`config.mk`:
```
export PLATFORM = sky130hd
export DESIGN_NAME = ml_carrier_pwm
export DESIGN_NICKNAME = d
export VERILOG_FILES = /design/src/rtl/mlcp_pkg.sv /design/src/rtl/mlcp_timebase.sv /design/src/rtl/mlcp_cell_cmp.sv /design/src/rtl/mlcp_deadband.sv /design/src/rtl/ml_carrier_pwm.sv
export SDC_FILE = /design/constraint.sdc
export NUM_CORES = 1
export LEC_CHECK = 0
export BUFFER_PORTS_ARGS = -buffer_cell sky130_fd_sc_hd__buf_2
export CAP_MARGIN = 0
export CORE_MARGIN = 4
export CORE_UTILIZATION = 40
export CTS_BUF_LIST = sky130_fd_sc_hd__clkbuf_8 sky130_fd_sc_hd__clkbuf_16
export CTS_CLUSTER_DIAMETER = 50
export DETAILED_ROUTE_END_ITERATION = 6
export PLACE_DENSITY = 0.58
export SYNTH_ARGS = -nofsm -noshare
export SYNTH_HDL_FRONTEND = slang
export SYNTH_SLANG_ARGS = --single-unit
```
`constraint.sdc`:
```
create_clock -name clk_i -period 8.1 [get_ports clk_i]
set_input_delay 0.405 -clock clk_i [delete_from_list [all_inputs] [get_ports clk_i]]
set_output_delay 0.405 -clock clk_i [all_outputs]
set_load 0.01 [all_outputs]
```
`src/rtl/mlcp_pkg.sv`:
```
package mlcp_pkg;
  typedef enum logic {CAR_STACKED = 1'b0, CAR_SHIFTED = 1'b1} car_mode_e;
  typedef enum logic {SAMP_SYM = 1'b0, SAMP_ASYM = 1'b1} samp_e;
endpackage

```
`src/rtl/mlcp_timebase.sv`:
```
module mlcp_timebase
  import mlcp_pkg::*;
#(
  parameter int RW      = 8,
  parameter int PW      = 8,
  parameter int DW      = 4,
  parameter int DEF_PER = 16
) (
  input  logic            clk_i,
  input  logic            rst_ni,
  input  logic [RW-1:0]   ref_i,
  input  logic [PW-1:0]   period_i,
  input  logic [DW-1:0]   dead_i,
  input  logic            shift_i,
  input  logic            asym_i,
  output logic            run_o,
  output logic [PW:0]     ph_o,
  output logic [PW-1:0]   per_o,
  output logic [DW-1:0]   dead_o,
  output car_mode_e       mode_o,
  output logic [RW-1:0]   ref_o
);
  localparam int PHW = PW + 1;

  logic            init_q;
  logic [PHW-1:0]  ph_q;
  logic [PW-1:0]   per_q;
  logic [DW-1:0]   dead_q;
  car_mode_e       mode_q;
  samp_e           samp_q;
  logic [RW-1:0]   ref_q;
  logic [PHW-1:0]  per2;
  logic            wrap, peak_nxt;

  assign per2     = {per_q, 1'b0};
  assign wrap     = init_q || (ph_q == per2 - PHW'(1));
  assign peak_nxt = (ph_q == {1'b0, per_q} - PHW'(1));

  always_ff @(posedge clk_i or negedge rst_ni) begin
    if (!rst_ni) begin
      init_q <= 1'b1;
      ph_q   <= '0;
      per_q  <= PW'(DEF_PER);
      dead_q <= '0;
      mode_q <= CAR_STACKED;
      samp_q <= SAMP_SYM;
      ref_q  <= '0;
    end else if (wrap) begin
      // trough: new cycle, new settings, new sample
      init_q <= 1'b0;
      ph_q   <= '0;
      per_q  <= period_i;
      dead_q <= dead_i;
      mode_q <= car_mode_e'(shift_i);
      samp_q <= samp_e'(asym_i);
      ref_q  <= ref_i;
    end else begin
      ph_q <= ph_q + PHW'(1);
      if (samp_q == SAMP_ASYM && peak_nxt) ref_q <= ref_i;
    end
  end

  assign run_o  = !init_q;
  assign ph_o   = ph_q;
  assign per_o  = per_q;
  assign dead_o = dead_q;
  assign mode_o = mode_q;
  assign ref_o  = ref_q;


  ph_range_chk: assert property (@(posedge clk_i) disable iff (!rst_ni)
    ph_q < per2);

  ph_step_chk: assert property (@(posedge clk_i) disable iff (!rst_ni)
    (ph_q != '0) |-> (ph_q == $past(ph_q) + PHW'(1)));

  cfg_hold_chk: assert property (@(posedge clk_i) disable iff (!rst_ni)
    (!$stable(per_q) || !$stable(dead_q) || !$stable(mode_q) || !$stable(samp_q))
      |-> (ph_q == '0));

  ref_hold_chk: assert property (@(posedge clk_i) disable iff (!rst_ni)
    !$stable(ref_q) |-> ((ph_q == '0) || (samp_q == SAMP_ASYM && ph_q == {1'b0, per_q})));
endmodule

```
`src/rtl/mlcp_cell_cmp.sv`:
```
module mlcp_cell_cmp #(
  parameter int CELLS = 4,
  parameter int RW    = 8,
  parameter int PW    = 8,
  parameter int K     = 0
) (
  input  logic [RW-1:0] ref_i,
  input  logic [PW:0]   ph_i,
  input  logic [PW-1:0] per_i,
  input  logic          shift_i,
  output logic          cmd_o
);
  localparam int PHW  = PW + 1;
  localparam int LC   = $clog2(CELLS);
  localparam int FS   = 1 << (RW - 1);
  localparam int BAND = (1 << RW) >> LC;
  localparam int MW   = RW + PW + 4;
  localparam int QW   = PW + 2 + LC;

  logic [QW-1:0]         prod;
  logic [PHW-1:0]        off;
  logic [PHW:0]          sum, per2x;
  logic [PHW-1:0]        phk, tri_v;
  logic signed [MW-1:0]  diff, per_s, lhs, rhs;

  // phase lead of this cell: k/C of the full carrier cycle
  assign prod  = QW'({per_i, 1'b0}) * QW'(K);
  assign off   = shift_i ? PHW'(prod >> LC) : '0;
  assign sum   = {1'b0, ph_i} + {1'b0, off};
  assign per2x = {1'b0, per_i, 1'b0};
  assign phk   = (sum >= per2x) ? PHW'(sum - per2x) : PHW'(sum);
  assign tri_v = (phk <= {1'b0, per_i}) ? phk : PHW'({per_i, 1'b0} - phk);

  // ref > base + tri*span/P  <=>  (ref + FS - base_k)*P > tri*span
  assign diff  = MW'($signed(ref_i)) + MW'(FS) - (shift_i ? MW'(0) : MW'(K * BAND));
  assign per_s = $signed(MW'({1'b0, per_i}));
  assign lhs   = diff * per_s;
  assign rhs   = shift_i ? (MW'(tri_v) << RW) : (MW'(tri_v) << (RW - LC));
  assign cmd_o = lhs > rhs;
endmodule

```
`src/rtl/mlcp_deadband.sv`:
```
module mlcp_deadband #(
  parameter int DW = 4
) (
  input  logic          clk_i,
  input  logic          rst_ni,
  input  logic          en_i,
  input  logic          cmd_i,
  input  logic [DW-1:0] dead_i,
  output logic          hi_o,
  output logic          lo_o
);
  logic          cur_q;
  logic [DW-1:0] cnt_q;

  always_ff @(posedge clk_i or negedge rst_ni) begin
    if (!rst_ni) begin
      cur_q <= 1'b0;
      cnt_q <= '0;
      hi_o  <= 1'b0;
      lo_o  <= 1'b0;
    end else if (!en_i) begin
      cur_q <= 1'b0;
      cnt_q <= '0;
      hi_o  <= 1'b0;
      lo_o  <= 1'b0;
    end else if (cmd_i != cur_q) begin
      cur_q <= cmd_i;
      cnt_q <= dead_i;
      hi_o  <= 1'b0;
      lo_o  <= 1'b0;
    end else if (cnt_q != '0) begin
      cnt_q <= cnt_q - DW'(1);
      hi_o  <= 1'b0;
      lo_o  <= 1'b0;
    end else begin
      hi_o <= cur_q;
      lo_o <= !cur_q;
    end
  end

  // gap observer: clocks with both gates low, and dead count at gap start
  logic [DW:0]   gap_q;
  logic [DW-1:0] dsnap_q;
  always_ff @(posedge clk_i or negedge rst_ni) begin
    if (!rst_ni) begin
      gap_q   <= '0;
      dsnap_q <= '0;
    end else if (hi_o || lo_o) begin
      gap_q   <= '0;
      dsnap_q <= dead_i;
    end else if (gap_q != '1) begin
      gap_q <= gap_q + (DW+1)'(1);
    end
  end


  no_overlap_chk: assert property (@(posedge clk_i) disable iff (!rst_ni)
    !(hi_o && lo_o));

  dead_gap_chk: assert property (@(posedge clk_i) disable iff (!rst_ni)
    ($rose(hi_o) || $rose(lo_o)) |-> (gap_q > {1'b0, dsnap_q}));
endmodule

```
`src/rtl/ml_carrier_pwm.sv`:
```
module ml_carrier_pwm
  import mlcp_pkg::*;
#(
  parameter int CELLS   = 4,
  parameter int RW      = 8,
  parameter int PW      = 8,
  parameter int DW      = 4,
  parameter int DEF_PER = 16
) (
  input  logic             clk_i,
  input  logic             rst_ni,
  input  logic [RW-1:0]    ref_i,
  input  logic [PW-1:0]    period_i,
  input  logic [DW-1:0]    dead_i,
  input  logic             shift_i,
  input  logic             asym_i,
  output logic [CELLS-1:0] gate_hi_o,
  output logic [CELLS-1:0] gate_lo_o
);
  logic            run;
  logic [PW:0]     ph_q;
  logic [PW-1:0]   per_q;
  logic [DW-1:0]   dead_q;
  car_mode_e       mode_q;
  logic [RW-1:0]   ref_q;
  logic [CELLS-1:0] cmd;

  mlcp_timebase #(.RW(RW), .PW(PW), .DW(DW), .DEF_PER(DEF_PER)) u_tb (
    .clk_i   (clk_i),
    .rst_ni  (rst_ni),
    .ref_i   (ref_i),
    .period_i(period_i),
    .dead_i  (dead_i),
    .shift_i (shift_i),
    .asym_i  (asym_i),
    .run_o   (run),
    .ph_o    (ph_q),
    .per_o   (per_q),
    .dead_o  (dead_q),
    .mode_o  (mode_q),
    .ref_o   (ref_q)
  );

  for (genvar k = 0; k < CELLS; k++) begin : g_cell
    mlcp_cell_cmp #(.CELLS(CELLS), .RW(RW), .PW(PW), .K(k)) u_cmp (
      .ref_i  (ref_q),
      .ph_i   (ph_q),
      .per_i  (per_q),
      .shift_i(mode_q == CAR_SHIFTED),
      .cmd_o  (cmd[k])
    );

    mlcp_deadband #(.DW(DW)) u_db (
      .clk_i (clk_i),
      .rst_ni(rst_ni),
      .en_i  (run),
      .cmd_i (cmd[k]),
      .dead_i(dead_q),
      .hi_o  (gate_hi_o[k]),
      .lo_o  (gate_lo_o[k])
    );

    if (k > 0) begin : g_ord

      stack_order_chk: assert property (@(posedge clk_i) disable iff (!rst_ni)
        (mode_q == CAR_STACKED && cmd[k]) |-> cmd[k-1]);
    end
  end


  reset_idle_chk: assert property (@(posedge clk_i) disable iff (!rst_ni)
    !run |-> (gate_hi_o == '0 && gate_lo_o == '0));
endmodule

```
==> results of run 1 <==
## layer usage
| layer | vias to the layer above | share of wire, % | GRT usage, % |
|---|---|---|---|
| li1 | 7237 | - | - |
| met5 | - | 0 | 0 |
| met1 | 7239 | 47 | 28.9 |
| met4 | 0 | 1.7 | 3.79 |
| met2 | 284 | 47 | 35.0 |
| met3 | 62 | 4.3 | 2.55 |
## Yosys cell counts (all sizes together) (8+ instances only)
cell type / count / area (µm²)
xor2: 34 / 298
clkbuf: 32 / 120
buf: 12 / 80.1
o21bai: 17 / 131
a21o: 57 / 428
and2: 64 / 400
mux2: 53 / 597
dfrtp: 58 / 1450
ha: 283 / 3540
a31oi: 8 / 50.1
nand2b: 26 / 163
nor3: 33 / 165
nand2: 89 / 334
and3: 10 / 62.6
nor2: 149 / 562
mux2i: 47 / 470
nand3: 20 / 100
a21oi: 136 / 692
nand4: 26 / 163
or3: 13 / 86.3
xnor2: 115 / 1010
a211oi: 17 / 138
or2: 9 / 56.3
o21a: 22 / 165
inv: 313 / 1170
o21ai: 76 / 380
nor2b: 36 / 225
fa: 190 / 3800
## path summary, 6_finish.rpt
kind,depth (start not counted),slack (ns),startpoint,end
max reg2reg,38,0.30,u_tb.per_o[1],g_cell[3].u_db.cnt_q[0]
min,2,0.21,rst_ni,u_tb.per_o[7]
min reg2reg,1,0.47,g_cell[1].u_db.cur_q,g_cell[1].u_db.lo_o
max in group asynchronous,2,7.24,rst_ni,g_cell[3].u_db.cnt_q[0]
min in group clk_i,2,0.26,dead_i[2],u_tb.dead_o[2]
max,38,0.30,u_tb.per_o[1],g_cell[3].u_db.cnt_q[0]
## metrics by stage
step / cells / hold slack (ns) / instance area, µm² / TNS [ns]
CTS: 2782 / 0.251 / 19900 / 0
global placement: 2766 / 0.461 / 19600 / 0
finish: 2805 / 0.210 / 20600 / 0
global route: 2805 / 0.263 / 20600 / -1.18
floorplan: 2050 / 0.109 / 17900 / 0
detailed placement: 2766 / 0.478 / 19600 / -0.415
## final cells by class
| type | count | area share, % |
|---|---|---|
| Clock buffer | 9 | 1.09 |
| Clock inverter | 7 | 0.334 |
| Sequential cell | 60 | 7.31 |
| Tap cell | 592 | 3.59 |
| Multi-Input combinational cell | 1628 | 75.1 |
| Timing Repair Buffer | 191 | 6.75 |
| Inverter | 318 | 5.82 |
## repair_timing
item                       CTS  global route
pin swaps                    2            62
resized for setup            5           115
buffers inserted             0            23
setup endpoints to repair    7            21
## logic make-up (layout without fill, tap and decap cells)
family	after synthesis	count (layout)	synth area share [%]
other cells	1	1	0.0211
flops	60	60	8.45
buf+inv	362	525	7.83
fa+ha+maj	473	473	41.2
compound gates	396	396	14.4
mux	102	102	6.25
simple gates	507	507	14.4
xor+xnor	149	149	7.33
## state kept, by name (all words and copies together), names as in the netlist
name	cells
g_cell.u_db.hi_o	4
u_tb.dead_o	4
g_cell.u_db.lo_o	4
u_tb.ref_o	8
u_tb.ph_o	9
g_cell.u_db.cnt_q	16
u_tb.samp_q	1
u_tb.init_q	1
g_cell.u_db.cur_q	4
u_tb.per_o	8
u_tb.mode_o	1
## critical path, delay by kind of cell, from the launching register on
family | cells | cell delay, ns
buf+inv | 3 | 0.57
xor+xnor | 2 | 0.40
mux | 4 | 1.06
fa+ha+maj | 5 | 1.47
compound gates | 15 | 2.29
simple gates | 9 | 1.45
flops | 1 | 0.43
## cells in the final DEF, fill, tap and decap left out, types with 34 or more instances in the layout
| cell | Yosys | routed |
|---|---|---|
| inv_1 | 312 | 307 |
| ha_1 | 283 | 273 |
| fa_1 | 190 | 187 |
| buf_4 | 9 | 153 |
| nor2_1 | 148 | 141 |
| a21oi_1 | 135 | 115 |
| xnor2_1 | 115 | 112 |
| nand2_1 | 89 | 89 |
| and2_1 | 64 | 63 |
| a21o_1 | 57 | 57 |
| dfrtp_1 | 58 | 56 |
| o21ai_0 | 68 | 55 |
| mux2_2 | 50 | 45 |
| mux2i_1 | 47 | 41 |
| nor2b_1 | 36 | 34 |
==> summary.txt, run 1 <==
Run status
  – Status: finished, final reports clean

Floorplanning
  – Core box area: 44,100 µm²
  – Count of boundary I/O pins: 32
  – # rows: 77
  – Initial core utilization: 40.4%
  – Die extent in y: 219 µm
  – Die W: 219 µm
  – Die area: 48,000 µm²

CTS
  – CTS tree: built
  – Clock Pin Slew Worst Setup and Hold Paths: 0.07 ns
  – H-tree Lvls: 3
  – Clock Tree Root: clkbuf_16
  – Number of buffers created by CTS: 9
  – Clock net sink count: 60
  – CTS Hold Buffers Added: 0
  – Maximum root-to-sink buffer count: 2
  – Clk_lat worst skew: 0.37 ns

Global routing
  – Number of global-route vias before repair: 14.9k
  – Initial antenna violation count: 1
  – Total GRT Usage: 20.7%
  – First-pass GRT wire length: 78,900 µm
  – Largest net degree at the start of global routing: 61
  – Grt ovf: 0

Detailed routing
  – Via/cell ratio: 5.28
  – WL final: 49,500 µm
  – Initial DRT Pass Iterations: 7
  – DR iter-0 viols: 874
  – Per-cell routed wire length: 17.7 µm
  – Antenna viol nets, final: 0
  – # DRC: 0
  – Total number of vias: 14.8k

STA
  – Tmin final: 7.80 ns
  – Skew final: 0.0137 ns
  – Fin. Hold Viols: 0
  – Max-slew violations: 0
  – Slew headroom: 32.2%
  – RSZ-0062 raised after global routing: yes
  – Fin crit share: 96.3%
  – Setup slack after layout: 0.299 ns
  – Final setup vio count: 0
  – Peak Freq: 128 MHz
  – Worst slew pin tran: 1.02 ns

Logic synthesis
  – Yosys warns: 0
  – Post-Syn Area: 17,800 µm²
  – Post-synthesis cell type count: 80
  – #FFs+latches synth: 60
  – Post-synth EDFFs: 0
  – Primary FF master, synth: dfrtp_1
  – Sequential area share after synthesis: 8.45%
  – Asr flop ratio synth: 100%
  – Post-Syn Nets: 2,547
  – Mean Syn Cell Area: 8.69 µm²
  – Post-Synthesis Cells: 2,050

Setup path
  – Worst endpoint data arrival time: 8.05 ns
  – Slowest cell delay on critical path: 0.43 ns
  – Slowest-stage cell, CP: dfrtp_2
  – Critical path fanouts, max: 8
  – WP data required: 8.35 ns
  – Critical Path Sink Type: register
  – Kind of critical path: reg -> reg
  – CP startpoint kind: register

Finish
  – Final core utilization: 46.7%
  – Final net count: 2,705
  – Register area: 1510 µm²
  – Area growth, synth to finish: 15.8%
  – Antenna diodes: 0
  – Ratio of cells with drive above 1 in the final layout: 17.0%
  – Filler cells: 4,333
  – Multi-input logic area: 15,500 µm²

Placement
  – I/O Buffers: 31
  – Gpl congestion: 0.879
  – Final HPWL DP: 40,300 µm
  – Post-Place Worst Slack: -0.120 ns

Job
  – Max-Cap Viols: 0

Worst hold path
  – Worst hold-check path type: in -> async
Power of run 1 is not shown: default switching activity piles up to over one toggle a cycle in this logic, so the estimate is an artifact.
==> run 2: changes to the inputs <==
- ABC_AREA: not set -> 1
- CORE_ASPECT_RATIO: not set -> 0.8
==> summary.txt, run 2 <==
CTS
  – CTS tree: built
  – Clock Pin Slew Worst Setup and Hold Paths: 0.06 ns
  – Maximum root-to-sink buffer count: 2
  – CTS Hold Buffers Added: 0
  – H-tree Lvls: 3
  – Number of buffers created by CTS: 9
  – Clock Tree Root: clkbuf_16
  – Clock net sink count: 60
  – Clk_lat worst skew: 0.34 ns

STA
  – Fin crit share: 91.6%
  – Slew headroom: 40.7%
  – Skew final: 0.00975 ns
  – Fin. Hold Viols: 0
  – Tmin final: 7.42 ns
  – Final setup vio count: 0
  – Peak Freq: 135 MHz
  – Worst slew pin tran: 0.888 ns
  – Max-slew violations: 0

Detailed routing
  – Antenna viol nets, final: 0
  – Total number of vias: 16.7k
  – Via/cell ratio: 5.10
  – DR WL met3: 2650 µm
  – DR iter-0 viols: 1,058
  – Per-cell routed wire length: 16.3 µm
  – WL final: 53,400 µm
  – M1 WL: 26,400 µm
  – Uppermost layer routed: met4
  – # DRC: 0
  – Initial DRT Pass Iterations: 6
  – Met2 WL: 23,200 µm

Power and ir drop
  – Pleak: 11.5 nW
  – Total power draw: 7.57 mW
  – PwrDens: 379 nW/µm²
  – Worst VDD drop: 0.349 mV

Floorplanning
  – Die area: 50,200 µm²
  – Die W: 249 µm
  – Initial core utilization: 40.7%
  – Count of boundary I/O pins: 32
  – # rows: 70
  – Core box area: 45,900 µm²
  – Die extent in y: 201 µm

Placement
  – Final HPWL DP: 44,200 µm
  – Gpl congestion: 0.904
  – I/O Buffers: 31
  – Inst Count DP: 3,245
  – Placed Area: 19,500 µm²

Logic synthesis
  – Sequential area share after synthesis: 8.06%
  – Asr flop ratio synth: 100%
  – Yosys warns: 0
  – Post-Syn Area: 18,700 µm²
  – #FFs+latches synth: 60
  – Post-Synthesis Cells: 2,628
  – Count leader, synth: nand2_1
  – Mean Syn Cell Area: 7.10 µm²
  – Top cells by area, synth: fa_1, ha_1, nand2_1, inv_1, dfrtp_1
  – Post-Syn Nets: 3,125
  – Post-synth EDFFs: 0
  – Post-synthesis cell type count: 56
  – Yosys top cell area share: 20.4%
  – Primary FF master, synth: dfrtp_1
  – Commonest cells post-synth: nand2_1, inv_1, ha_1
  – Area leader, netlist: fa_1

Setup path
  – Critical path fanouts, max: 20
  – Slowest-stage cell, CP: dfstp_2
  – Slowest cell delay on critical path: 0.53 ns
  – CP dominant cell by count: nand2_1
  – Worst endpoint data arrival time: 7.66 ns
  – WP data required: 8.34 ns
  – Critical Path Sink Type: register
  – Kind of critical path: reg -> reg
  – CP startpoint kind: register

Finish
  – Largest Register: g_cell.u_db.cnt_q
  – Ratio of cells with drive above 1 in the final layout: 6.87%
  – Commonest non-fill, non-tap cell in the layout: nand2_1
  – Final core utilization: 43.5%
  – Finished Cell Area: 20,000 µm²
  – Area growth, synth to finish: 7.04%
  – Most frequent cells in the layout: nand2_1, inv_1, ha_1
  – Final net count: 3,155
  – Antenna diodes: 0
  – Layout Cells excl Fill: 3,275
  – Largest register FFs: 16

Global routing
  – First-pass GRT wire length: 86,600 µm
  – Initial antenna violation count: 0
  – Grt ovf: 0
  – Largest net degree at the start of global routing: 61
  – Number of global-route vias before repair: 16.3k
  – Total GRT Usage: 21.2%

Run status
  – Status: finished, final reports clean

Worst hold path
  – Worst hold-check path type: in -> async

Job
  – Max-Cap Viols: 0
run 2: cell types whose count changed in the layout (fill, tap and decap cells not counted), moves of 46 or more:
cell     delta
xor2_1     +53
buf_4     -117
inv_1     +234
xnor2_1    -78
nand3_1   +170
and2_1     -59
a21o_1     -46
nand2_1   +509
run 2: area by class of cell:
type / count / area (µm²)
clock buffer: 9 / 225
clock inverter: 7 / 67.6
fill: 4832 / 25900
inverter: 549 / 2070
multi-input combinational: 1970 / 14900
sequential: 60 / 1510
tap: 612 / 766
timing repair buffer: 68 / 437
run 2: critical path: cells and delay by family, from the launching register on:
family | cells | cell delay, ns
and+or+nand+nor | 33 | 3.11
adders and majority gates | 5 | 1.51
DFF | 1 | 0.53
buffers and inverters | 8 | 0.91
xor gates and xnor gates | 2 | 0.45
AOI/OAI and AO/OA | 7 | 0.82
run 2: path summary, 6_finish.rpt:
| kind | startpoint | slack [ns] | end | cells after the start |
|---|---|---|---|---|
| max in group asynchronous | rst_ni | 7.23 | u_tb.per_o[3] | 2 |
| worst min register to register | g_cell[0].u_db.cnt_q[0] | 0.51 | g_cell[0].u_db.cnt_q[0] | 2 |
| worst max register to register | u_tb.per_o[4] | 0.68 | g_cell[3].u_db.cnt_q[0] | 55 |
| worst max-delay path | u_tb.per_o[4] | 0.68 | g_cell[3].u_db.cnt_q[0] | 55 |
| worst min-delay path | rst_ni | 0.25 | g_cell[2].u_db.lo_o | 2 |
| min in group clk_i | ref_i[2] | 0.26 | u_tb.ref_o[2] | 3 |
run 2: repair_timing:
item | 4_1_cts | 5_1_grt
setup buffers | 0 | 13
endpoints found under the setup margin | 0 | 15
resized for setup | 0 | 23
run 2: through the flow:
step           setup slack (ns)  hold slack, ns   TNS, ns
6_report                  0.679           0.248         0
4_1_cts                   0.388           0.252         0
3_5_place_dp              0.434           0.497         0
5_1_grt                -0.00617           0.263  -0.00617
3_3_place_gp              0.570           0.500         0
2_1_floorplan              1.12           0.109         0
run 2: cell families after synthesis:
group / count (synthesis) / synth area share [%]
other: 1 / 0.0201
buffers and inverters: 599 / 12.5
flip-flops: 60 / 8.06
AND/OR/NAND/NOR: 1072 / 24.9
XOR/XNOR: 123 / 5.85
AO/OA/AOI/OAI: 300 / 9.24
adder cells (fa/ha/maj): 473 / 39.4
run 2: where the power goes:
group          switching [mW]  internal, mW  total [mW]
logic                    4.18          2.56        6.74
registers              0.0586         0.368       0.427
clock network           0.162         0.237       0.399
total                    4.40          3.17        7.57
run 2: per-layer routing:
| layer | vias up | track usage [%] |
|---|---|---|
| met5 | - | 0 |
| met4 | 0 | 4.80 |
| met3 | 61 | 1.93 |
| met2 | 402 | 33.6 |
| met1 | 7934 | 31.6 |
| li1 | 8301 | - |
Note: power is estimated with default switching activity, not from simulation.
